**config.mk**
```make
export PLATFORM = sky130hd
export DESIGN_NAME = irqc_top
export DESIGN_NICKNAME = d
export VERILOG_FILES = /design/src/rtl/irqc_pkg.sv /design/src/rtl/irqc_mask_bank.sv /design/src/rtl/irqc_prio_file.sv /design/src/rtl/irqc_arbiter.sv /design/src/rtl/irqc_top.sv
export SDC_FILE = /design/constraint.sdc
export NUM_CORES = 2
export LEC_CHECK = 0
export BUFFER_PORTS_ARGS = -buffer_cell sky130_fd_sc_hd__buf_2
export CORE_MARGIN = 4
export CORE_UTILIZATION = 35
export DETAILED_ROUTE_END_ITERATION = 8
export GPL_TIMING_DRIVEN = 0
export HOLD_SLACK_MARGIN = 0.15
export PLACE_DENSITY = 0.57
export SLEW_MARGIN = 20
export SYNTH_ARGS = -nofsm -noshare
export SYNTH_HDL_FRONTEND = slang
export SYNTH_SLANG_ARGS = --single-unit
export TNS_END_PERCENT = 50
```
**constraint.sdc**
```tcl
create_clock -name clk -period 250.3 [get_ports clk]
set_input_delay 12.515 -clock clk [delete_from_list [all_inputs] [get_ports clk]]
set_output_delay 12.515 -clock clk [all_outputs]
set_load 0.02 [all_outputs]
```
**src/rtl/irqc_pkg.sv**
```systemverilog
package irqc_pkg;

  typedef enum logic [3:0] {
    RG_NONE, RG_REV, RG_CFG, RG_STAT, RG_ACTIVE, RG_CTRL, RG_PROT,
    RG_IDLE, RG_THRESH, RG_MASK, RG_MCLR, RG_MSET, RG_PEND, RG_PRIO
  } reg_sel_e;

  localparam int OFS_REV     = 'h000;
  localparam int OFS_CFG     = 'h010;
  localparam int OFS_STAT    = 'h014;
  localparam int OFS_ACTIVE  = 'h040;
  localparam int OFS_CTRL    = 'h048;
  localparam int OFS_PROT    = 'h04C;
  localparam int OFS_IDLE    = 'h050;
  localparam int OFS_THRESH  = 'h068;
  localparam int BANK_BASE   = 'h080;
  localparam int BANK_STRIDE = 'h020;
  localparam int SUB_MASK    = 'h04;
  localparam int SUB_MCLR    = 'h08;
  localparam int SUB_MSET    = 'h0C;
  localparam int SUB_PEND    = 'h18;
  localparam int PRIO_BASE   = 'h100;

  localparam int CFG_IDLE_BIT = 0;
  localparam int CFG_SRST_BIT = 1;
  localparam int CTRL_ACK_BIT = 0;

endpackage

```
**src/rtl/irqc_mask_bank.sv**
```systemverilog
module irqc_mask_bank #(
  parameter int W = 32
) (
  input  logic         clk,
  input  logic         rst,
  input  logic         clear,
  input  logic         set_we,
  input  logic         clr_we,
  input  logic [W-1:0] wdata,
  output logic [W-1:0] mask_o
);

  always_ff @(posedge clk) begin
    if (clear)       mask_o <= '1;
    else if (set_we) mask_o <= mask_o | wdata;
    else if (clr_we) mask_o <= mask_o & ~wdata;
  end


  mset_applied_chk: assert property (@(posedge clk) disable iff (rst)
    (set_we && !clear) |=> ((mask_o & $past(wdata)) == $past(wdata)));


  mclr_applied_chk: assert property (@(posedge clk) disable iff (rst)
    (clr_we && !set_we && !clear) |=> ((mask_o & $past(wdata)) == '0));

endmodule

```
**src/rtl/irqc_prio_file.sv**
```systemverilog
module irqc_prio_file #(
  parameter int NUM_SRC = 96,
  parameter int PRIO_W  = 6,
  parameter int IDX_W   = 7
) (
  input  logic                      clk,
  input  logic                      clear,
  input  logic                      we,
  input  logic [IDX_W-1:0]          widx,
  input  logic [PRIO_W-1:0]         wdata,
  output logic [NUM_SRC*PRIO_W-1:0] prio_flat
);

  for (genvar g = 0; g < NUM_SRC; g++) begin : g_ent
    logic [PRIO_W-1:0] level_q;
    always_ff @(posedge clk) begin
      if (clear)                          level_q <= '0;
      else if (we && widx == IDX_W'(g))   level_q <= wdata;
    end
    assign prio_flat[g*PRIO_W +: PRIO_W] = level_q;
  end

endmodule

```
**src/rtl/irqc_arbiter.sv**
```systemverilog
module irqc_arbiter #(
  parameter int NUM_SRC = 96,
  parameter int PRIO_W  = 6,
  parameter int ID_W    = 7
) (
  input  logic                      clk,
  input  logic                      rst,
  input  logic [NUM_SRC-1:0]        pend_i,
  input  logic [NUM_SRC*PRIO_W-1:0] prio_i,
  output logic                      any_o,
  output logic [ID_W-1:0]           win_o
);

  logic [PRIO_W-1:0] best;

  // Ascending scan with strict compare: the lowest index keeps a tie.
  always_comb begin
    any_o = 1'b0;
    win_o = '0;
    best  = '0;
    for (int i = 0; i < NUM_SRC; i++) begin
      if (pend_i[i] && (!any_o || prio_i[i*PRIO_W +: PRIO_W] > best)) begin
        any_o = 1'b1;
        best  = prio_i[i*PRIO_W +: PRIO_W];
        win_o = ID_W'(i);
      end
    end
  end


  win_pending_chk: assert property (@(posedge clk) disable iff (rst)
    any_o |-> pend_i[win_o]);

endmodule

```
**src/rtl/irqc_top.sv**
```systemverilog
module irqc_top #(
  parameter int          NUM_SRC    = 96,
  parameter int          BANK_W     = 32,
  parameter int          PRIO_W     = 6,
  parameter int          ADDR_W     = 12,
  parameter int          RST_CYCLES = 4,
  parameter logic [3:0]  REV_MAJOR  = 4'h2,
  parameter logic [3:0]  REV_MINOR  = 4'h1
) (
  input  logic                clk,
  input  logic                rst,
  input  logic                bus_wr_en,
  input  logic                bus_rd_en,
  input  logic [ADDR_W-1:0]   bus_addr,
  input  logic [31:0]         bus_wdata,
  output logic [31:0]         bus_rdata,
  input  logic [NUM_SRC-1:0]  irq_src,
  output logic                irq_o,
  output logic                autoidle_o
);
  import irqc_pkg::*;

  localparam int NBANKS = NUM_SRC / BANK_W;
  localparam int BIDX_W = (NBANKS > 1) ? $clog2(NBANKS) : 1;
  localparam int ID_W   = 7;
  localparam int PIDX_W = $clog2(NUM_SRC);
  localparam int CNT_W  = $clog2(RST_CYCLES + 1);

  // ---------------- address decode ----------------
  reg_sel_e          sel;
  logic [BIDX_W-1:0] bank_idx;
  logic [PIDX_W-1:0] prio_idx;

  always_comb begin
    int a;
    int boff;
    a        = int'(bus_addr);
    boff     = 0;
    sel      = RG_NONE;
    bank_idx = '0;
    prio_idx = '0;
    if      (a == OFS_REV)    sel = RG_REV;
    else if (a == OFS_CFG)    sel = RG_CFG;
    else if (a == OFS_STAT)   sel = RG_STAT;
    else if (a == OFS_ACTIVE) sel = RG_ACTIVE;
    else if (a == OFS_CTRL)   sel = RG_CTRL;
    else if (a == OFS_PROT)   sel = RG_PROT;
    else if (a == OFS_IDLE)   sel = RG_IDLE;
    else if (a == OFS_THRESH) sel = RG_THRESH;
    else if (a >= BANK_BASE && a < BANK_BASE + NBANKS * BANK_STRIDE) begin
      boff     = a - BANK_BASE;
      bank_idx = BIDX_W'(boff / BANK_STRIDE);
      case (boff % BANK_STRIDE)
        SUB_MASK: sel = RG_MASK;
        SUB_MCLR: sel = RG_MCLR;
        SUB_MSET: sel = RG_MSET;
        SUB_PEND: sel = RG_PEND;
        default:  sel = RG_NONE;
      endcase
    end else if (a >= PRIO_BASE && a < PRIO_BASE + 4 * NUM_SRC && (a % 4) == 0) begin
      sel      = RG_PRIO;
      prio_idx = PIDX_W'((a - PRIO_BASE) / 4);
    end
  end

  // ---------------- soft reset sequencing ----------------
  logic [CNT_W-1:0] rst_cnt;
  logic             busy, srst_req, sclr, ack_wr;

  assign busy     = (rst_cnt != '0);
  assign srst_req = bus_wr_en && (sel == RG_CFG) && bus_wdata[CFG_SRST_BIT];
  assign sclr     = rst || busy || srst_req;
  assign ack_wr   = bus_wr_en && (sel == RG_CTRL) && bus_wdata[CTRL_ACK_BIT];

  always_ff @(posedge clk) begin
    if (rst || srst_req) rst_cnt <= CNT_W'(RST_CYCLES);
    else if (busy)       rst_cnt <= rst_cnt - 1'b1;
  end

  // ---------------- plain configuration registers ----------------
  logic       prot_q;
  logic [1:0] idle_q;
  logic [7:0] thresh_q;

  always_ff @(posedge clk) begin
    if (sclr) begin
      autoidle_o <= 1'b0;
      prot_q     <= 1'b0;
      idle_q     <= '0;
      thresh_q   <= '0;
    end else if (bus_wr_en) begin
      case (sel)
        RG_CFG:    autoidle_o <= bus_wdata[CFG_IDLE_BIT];
        RG_PROT:   prot_q     <= bus_wdata[0];
        RG_IDLE:   idle_q     <= bus_wdata[1:0];
        RG_THRESH: thresh_q   <= bus_wdata[7:0];
        default: ;
      endcase
    end
  end

  // ---------------- mask banks ----------------
  logic [NUM_SRC-1:0] mask_all;
  logic [NUM_SRC-1:0] pend;

  for (genvar g = 0; g < NBANKS; g++) begin : g_bank
    logic set_we, clr_we;
    assign set_we = bus_wr_en && (sel == RG_MSET) && (bank_idx == BIDX_W'(g));
    assign clr_we = bus_wr_en && (sel == RG_MCLR) && (bank_idx == BIDX_W'(g));
    irqc_mask_bank #(.W(BANK_W)) u_bank (
      .clk    (clk),
      .rst    (rst),
      .clear  (sclr),
      .set_we (set_we),
      .clr_we (clr_we),
      .wdata  (bus_wdata[BANK_W-1:0]),
      .mask_o (mask_all[g*BANK_W +: BANK_W])
    );
  end

  assign pend = irq_src & ~mask_all;

  // ---------------- priorities and arbitration ----------------
  logic [NUM_SRC*PRIO_W-1:0] prio_flat;
  logic                      any_pend;
  logic [ID_W-1:0]           win_id;

  irqc_prio_file #(.NUM_SRC(NUM_SRC), .PRIO_W(PRIO_W), .IDX_W(PIDX_W)) u_prio (
    .clk       (clk),
    .clear     (sclr),
    .we        (bus_wr_en && (sel == RG_PRIO)),
    .widx      (prio_idx),
    .wdata     (bus_wdata[PRIO_W-1:0]),
    .prio_flat (prio_flat)
  );

  irqc_arbiter #(.NUM_SRC(NUM_SRC), .PRIO_W(PRIO_W), .ID_W(ID_W)) u_arb (
    .clk    (clk),
    .rst    (rst),
    .pend_i (pend),
    .prio_i (prio_flat),
    .any_o  (any_pend),
    .win_o  (win_id)
  );

  // ---------------- latched selection ----------------
  logic            latch_vld;
  logic [ID_W-1:0] latch_id;
  logic            latch_hit;

  always_ff @(posedge clk) begin
    if (sclr) begin
      latch_vld <= 1'b0;
      latch_id  <= '0;
    end else if (ack_wr) begin
      latch_vld <= 1'b0;
    end else if (!latch_vld && any_pend) begin
      latch_vld <= 1'b1;
      latch_id  <= win_id;
    end
  end

  assign irq_o = latch_vld;

  always_comb begin
    latch_hit = 1'b0;
    for (int i = 0; i < NUM_SRC; i++)
      if (latch_id == ID_W'(i)) latch_hit = pend[i];
  end

  // ---------------- read path ----------------
  logic        spur;
  logic [31:0] rd_mux;

  assign spur = !latch_vld || !latch_hit;

  always_comb begin
    rd_mux = '0;
    case (sel)
      RG_REV:    rd_mux = {24'b0, REV_MAJOR, REV_MINOR};
      RG_CFG:    rd_mux = {31'b0, autoidle_o};
      RG_STAT:   rd_mux = {31'b0, !busy};
      RG_ACTIVE: rd_mux = {{(32-ID_W){spur}}, latch_id};
      RG_PROT:   rd_mux = {31'b0, prot_q};
      RG_IDLE:   rd_mux = {30'b0, idle_q};
      RG_THRESH: rd_mux = {24'b0, thresh_q};
      RG_MASK:   rd_mux = 32'(mask_all[int'(bank_idx)*BANK_W +: BANK_W]);
      RG_PEND:   rd_mux = 32'(pend[int'(bank_idx)*BANK_W +: BANK_W]);
      RG_PRIO:   rd_mux = 32'(prio_flat[int'(prio_idx)*PRIO_W +: PRIO_W]);
      default:   rd_mux = '0;
    endcase
  end

  always_ff @(posedge clk) begin
    if (rst)            bus_rdata <= '0;
    else if (bus_rd_en) bus_rdata <= rd_mux;
  end

  // ---------------- assertions ----------------

  sel_frozen_chk: assert property (@(posedge clk) disable iff (rst)
    (irq_o && !ack_wr && !sclr) |=> (irq_o && $stable(latch_id)));


  ack_drop_chk: assert property (@(posedge clk) disable iff (rst)
    ack_wr |=> !irq_o);


  srst_busy_chk: assert property (@(posedge clk) disable iff (rst)
    srst_req |=> (busy && !irq_o && !autoidle_o));

endmodule

```
-- Word-level counts from Yosys, hierarchy flattened
Index checks and enable logic that the tools add are counted.
- add/subtract/negate cells: 5
- muxes and demuxes: 419
- order comparisons: 99
- reductions and logical operators: 422
- shifts and indexed selects: 3
- multiply operators: 1
- equal/unequal tests: 216
- bitwise operators: 12
- operator list (cell ; count):
    $mux 6 ; 127
    $shiftx 576x11->6 ; 1
    $gt 6x6->1 ; 95
    $eq 7x6->1 const B ; 64
    $eq 7x7->1 const B ; 64
    $pmux 32 s10 ; 1
    $mux 7 ; 42
    $eq 7x5->1 const B ; 32
    $logic_and 1x1->1 ; 208
    $mux 1 ; 193
    $mux 32 ; 6
    $shiftx 96x8->32 ; 2
    $eq 7x4->1 const B ; 16
    $logic_or 1x1->1 ; 99
    $logic_not 1->1 ; 98
    $and 32x32->32 ; 3
    $and 96x96->96 ; 1
    $not 96->96 ; 1
    $or 32x32->32 ; 3
    $mux 5 ; 16
    $mux 4 ; 18
    $eq 32x4->1 const B ; 2
    $eq 12x8->1 const B ; 5
    $eq 7x3->1 const B ; 8
    36 further kinds ; 72
- bits in registers: 727
- output and inout port bits: 34
- logic and storage cells: 1284

-- Depth between registers and ports, before layout
- depth in word-level cells: 385
- mapped depth: 963
- depth with buffers taken out: 922

-- Cells and area by module
Synthesis repeated with hierarchy kept, for this count alone.
- cell total of the unflattened synthesis: 9205
- area, all modules: 74019.7 um2
- modules (own cells, without submodules) (module ; seq. area each (um2) ; times used ; cells an instance ; area each (um2)):
    irqc_arbiter ; 0.0 ; 1 ; 4898 ; 35419.0
    irqc_prio_file ; 11531.1 ; 1 ; 2037 ; 23276.1
    irqc_top ; 1101.1 ; 1 ; 1955 ; 11912.7
    irqc_mask_bank ; 640.6 ; 3 ; 105 ; 1137.3

-- Least setup slack after synthesis
No wires, ideal clock.
- path type: input to register
- start point: input port irq_src[0]
- end point: register latch_id[4]
- arrival: 175463 ps
- setup time: 120 ps
- buffers on the path: 44
- slack: 74717 ps
- stages: 860
- path through: nor2b_2 -> buf_6 -> nand2_1 -> ha_1 -> and4_2 -> a41o_1 -> a31oi_4 -> mux2i_1 -> inv_1 -> ha_1 -> and4_2 -> o2111a_1 -> a311o_1 -> buf_4 -> a21oi_1 -> inv_1 -> ha_1 -> and4_1 -> [... 824 more ...] -> nor2b_1 -> o21ai_0 -> a32oi_1 -> o21ai_2 -> mux2i_1 -> ha_1 -> nor2b_1 -> o21a_1 -> o21a_1 -> o21ai_0 -> nand2b_1 -> a21oi_1 -> o21ai_0 -> nand2_1 -> nand3_1 -> and3b_2 -> nand2_4 -> o31a_1
- cells in the longest elaborated chain, start to end: 384
- elaborated cells on any way between the ends: 654
- classes of those cells: order compare (95); mux (271); bitwise (1); reduce/logical (287)
- RTL lines (element ; RTL line ; RTL):
    start: declaration ; irqc_top.sv:17 ; input logic [NUM_SRC-1:0] irq_src,
    $and 96x96->96 (*) ; irqc_top.sv:121 ; assign pend = irq_src & ~mask_all;
    $mux 6 or $mux 1 (tied branches) ; irqc_arbiter.sv:22 ; if (pend_i[i] && (!any_o || prio_i[i*PRIO_W +: PRIO_W] > best)) begin
    $gt 6x6->1 or $logic_not 1->1 (tied branches) ; irqc_arbiter.sv:22 ;
    $logic_or 1x1->1 ; irqc_arbiter.sv:22 ;
    $logic_and 1x1->1 ; irqc_arbiter.sv:22 ;
    $mux 6 or $mux 1 (tied branches) ; irqc_arbiter.sv:22 ;
    $gt 6x6->1 or $logic_not 1->1 (tied branches) ; irqc_arbiter.sv:22 ;
    $logic_or 1x1->1 ; irqc_arbiter.sv:22 ;
    [... 368 more ...] ; - ;
    $logic_and 1x1->1 ; irqc_arbiter.sv:22 ;
    $mux 6 or $mux 1 (tied branches) ; irqc_arbiter.sv:22 ;
    $gt 6x6->1 or $logic_not 1->1 (tied branches) ; irqc_arbiter.sv:22 ;
    $logic_or 1x1->1 ; irqc_arbiter.sv:22 ;
    $logic_and 1x1->1 ; irqc_arbiter.sv:22 ;
    $mux 1 ; irqc_arbiter.sv:22 ;
    $logic_and 1x1->1 ; irqc_top.sv:157 ; end else if (!latch_vld && any_pend) begin
    $reduce_and 2->1 (no line) ; - ;
    end signal: assignment ; irqc_top.sv:159 ; latch_id <= win_id;
    end: declaration ; irqc_top.sv:148 ; logic [ID_W-1:0] latch_id;
Mark *: on every way between the ends. The rest lies on a longest branch, timed or not.
A chain may end at the register's enable or synchronous reset.

==> impl_metrics.csv <==
group,metric,value,unit
floorplan,row_count,165,
timing,setup_violations,0,
cts,root_buffer,"clkbuf_16",
floorplan,dieHeight,460,um
grt,use_met2,63.7,%
yosys,async_reset_ff_share,0,%
grt,grt_pass1_wl,663000,um
routing,drt-total-wl,502000,um
cts,clk_pin_slew,0.06,ns
worst_setup_path,worstSetupStartpoint,"irq_src[0]",
placement,portBuffers,171,
yosys,ys_warn_count,0,
grt,grt-busiest-layer,"met2",
yosys,yosysSeqAreaShare,20.4,%
grt,antenna_found_initial,90,
outcome,status,"finished with violations",
worst_setup_path,cp-start-kind,"input port",
worst_setup_path,path_max_fanout,10,
power,swShare,32.9,%
power,power.total,310,uW
yosys,synth-seq-cells,727,
floorplan,io_pins,178,
floorplan,fp.dieW,460,um
routing,ant_nets,0,
grt,grt_pass1_vias,77600,
final_layout,area_delta_synth_final,14.1,%
job,maxCapViolations,0,
power,power_frac_seq,37.6,%
cts,cts_resized,0,
final_layout,final_util,40.2,%
power,cellPowerDensity,3.81,mW/mm^2
grt,globalRouteTotalUtil,45.4,%
timing,skew,0.0539,ns
placement,place_congestion,1.14,
worst_setup_path,cp_data_required_time,250.96,ns
yosys,synth.distinct_cells,205,
routing,vias,86900,
yosys,synth_flop_cell,"dfxtp_1",
min_path,min_from,"u_prio.g_ent[41].level_q[0]$_SDFFE_PP0P_",
worst_setup_path,worst_setup_path_end_kind,"register",
routing,wl_per_cell,38.4,um
timing,slew_viol_final,0,
yosys,syn_area,0.0714,sq mm
timing,period_minus_slack,209.00,ns
cts,postCtsSetupRepairBufs,0,
min_path,timing.hold.worst.class,"register to register",
worst_setup_path,cpPeakStageDelay,0.86,ns
grt,grt_use_met3,16.4,%
worst_setup_path,worstPathArrival,209.66,ns
outcome,violations,"DRC",
worst_setup_path,cpMostUsedCell,"ha_1",
final_layout,fillers,21200,
yosys,synth-edff-count,0,
routing,drc_errors,67,
floorplan,die_area,0.211,sq mm
cts,cts_tree,"built",
timing,tns,0,ns
routing,firstDrtPassIters,9,
routing,vias_per_cell,6.65,
final_layout,final_nets,10800,
timing,slew_headroom,3.01,%
routing,drt_iter0_drc,13300,
grt,grt-ovfl-total,0,
worst_setup_path,crit_slowest_cell,"a31oi_1",
cts,cts_buffers,92,
power,p_clk_share,48.1,%
placement,place_hpwl,407000,um
yosys,syn-num-nets,10400,
grt,grt_util_met1,53.5,%
timing,min_period_over_period,83.5,%
timing,rsz0062_at_grt,"false",
cts,htree_levels,3,
power,p_switching,102,uW
floorplan,core_area,0.203,sq mm
placement,dp_slack,44.39,ns
timing,tightest_slew,1.45,ns
cts,clockBufferDepth,3,
cts,cts_num_sinks,727,
yosys,syn_avg_cell_area,7.22,sq um
power,p_int,208,uW
power,comb_power_share,14.3,%
grt,grt_max_degree,15,
yosys,synthCells,9897,
worst_setup_path,crit_type,"input port to register",
timing,fmax,0.00478,GHz
floorplan,initial_utilization,35.3,%
final_layout,drive_gt1_share,16.1,%
power,power.leakage,0.0314,uW
power,ir_drop,5.21,uV
cts,clk_latency,0.77,ns
timing,hold_viol_final,0,
cts,ctsHoldBuffers,0,
timing,worst_slack,41.30,ns
-- critical path: cells and delay by family --
| kind | cells | cell delay, ns |
|---|---|---|
| buf+inv | 80 | 11.82 |
| compound gates | 402 | 97.28 |
| fa+ha+maj | 111 | 34.01 |
| mux | 59 | 17.11 |
| simple gates | 264 | 49.85 |
-- layer usage --
layer	vias to the layer above	wire (um)
met2	6209	199000
li1	36800	-
met3	1778	59800
met1	42000	187000
met4	45	55900
met5	-	576
-- kinds of logic (layout without fill, tap and decap cells) --
kind of cell / count (synthesis) / count (layout) / share of synthesized area, %
buffers and inverters: 1088 / 1519 / 7.66
DFF: 727 / 727 / 20.4
adders and majority gates: 419 / 419 / 7.27
other: 0 / 69 / 0
and+or+nand+nor: 3968 / 3968 / 26.6
xor gates and xnor gates: 137 / 137 / 1.77
muxes: 383 / 383 / 5.85
AOI/OAI and AO/OA: 3175 / 3175 / 30.4
-- through the flow --
stage               instances  cell area (sq um)  hold slack, ns
global placement        12700              75600           0.442
finish                  13100              81500           0.459
CTS                     13000              81200           0.457
detailed placement      12800              78000           0.449
floorplan                9897              71400           0.430
global route            13000              81400           0.481
-- final timing paths --
| kind | end | slack, ns | depth (start not counted) |
|---|---|---|---|
| min | u_prio.g_ent[41].level_q[0]$_SDFFE_PP0P_ | 0.46 | 2 |
| max | latch_id[4]$_SDFFE_PP0P_ | 41.30 | 916 |
| min reg2reg | u_prio.g_ent[41].level_q[0]$_SDFFE_PP0P_ | 0.46 | 2 |
| max reg2reg | latch_id[4]$_SDFFE_PP0P_ | 52.66 | 854 |
-- final cells by class --
cell class                 instances  area (sq um)  area share [%]
inverter                         466          1750            2.15
multi-input combinational       8082         51600            63.3
buffer                           622          3920            4.81
sequential                       727         14600            17.9
clock inverter                    39           561           0.688
antenna                           69           173           0.212
tap                             2672          3340            4.10
clock buffer                     131          2650            3.25
timing repair buffer             261          2940            3.61
-- cells in the mapped netlist (all sizes together), types with 95 or more instances --
cell type / n / area share, %
nand4: 95 / 0.85
clkbuf: 489 / 3.5
a31oi: 179 / 1.7
a21oi: 905 / 6.5
o22ai: 118 / 1.1
buf: 107 / 1.2
dfxtp: 727 / 20
nand2: 1760 / 9.3
nor2: 800 / 4.3
mux2i: 281 / 4.1
nand3: 442 / 3.2
o21ai: 761 / 5.5
a211oi: 106 / 1.3
o211ai: 194 / 2.1
inv: 466 / 2.4
nor3: 168 / 1.4
ha: 399 / 7.0
mux2: 102 / 1.7
-- cells in the final DEF (no fill, tap or decap), types with 138 or more instances in the layout --
cell type  instances
ha_1             399
buf_2            193
nand2_1         1736
clkbuf_1         290
nor3_1           138
a21oi_1          880
a31oi_1          167
nor2_1           776
o21ai_0          691
mux2i_1          257
o211ai_1         180
clkbuf_2         147
inv_1            465
nand3_1          430
dfxtp_1          727
-- power groups by stage --
stage | clock, uW | sequential (uW) | combinational [uW]
2_1_floorplan | 0 | 119 | 12.8
3_3_place_gp | 0 | 119 | 36.0
3_5_place_dp | 0 | 119 | 39.9
4_1_cts | 147 | 117 | 40.0
5_1_grt | 151 | 117 | 42.0
6_report | 149 | 117 | 44.5
Note: power is estimated with default switching activity, not from simulation.
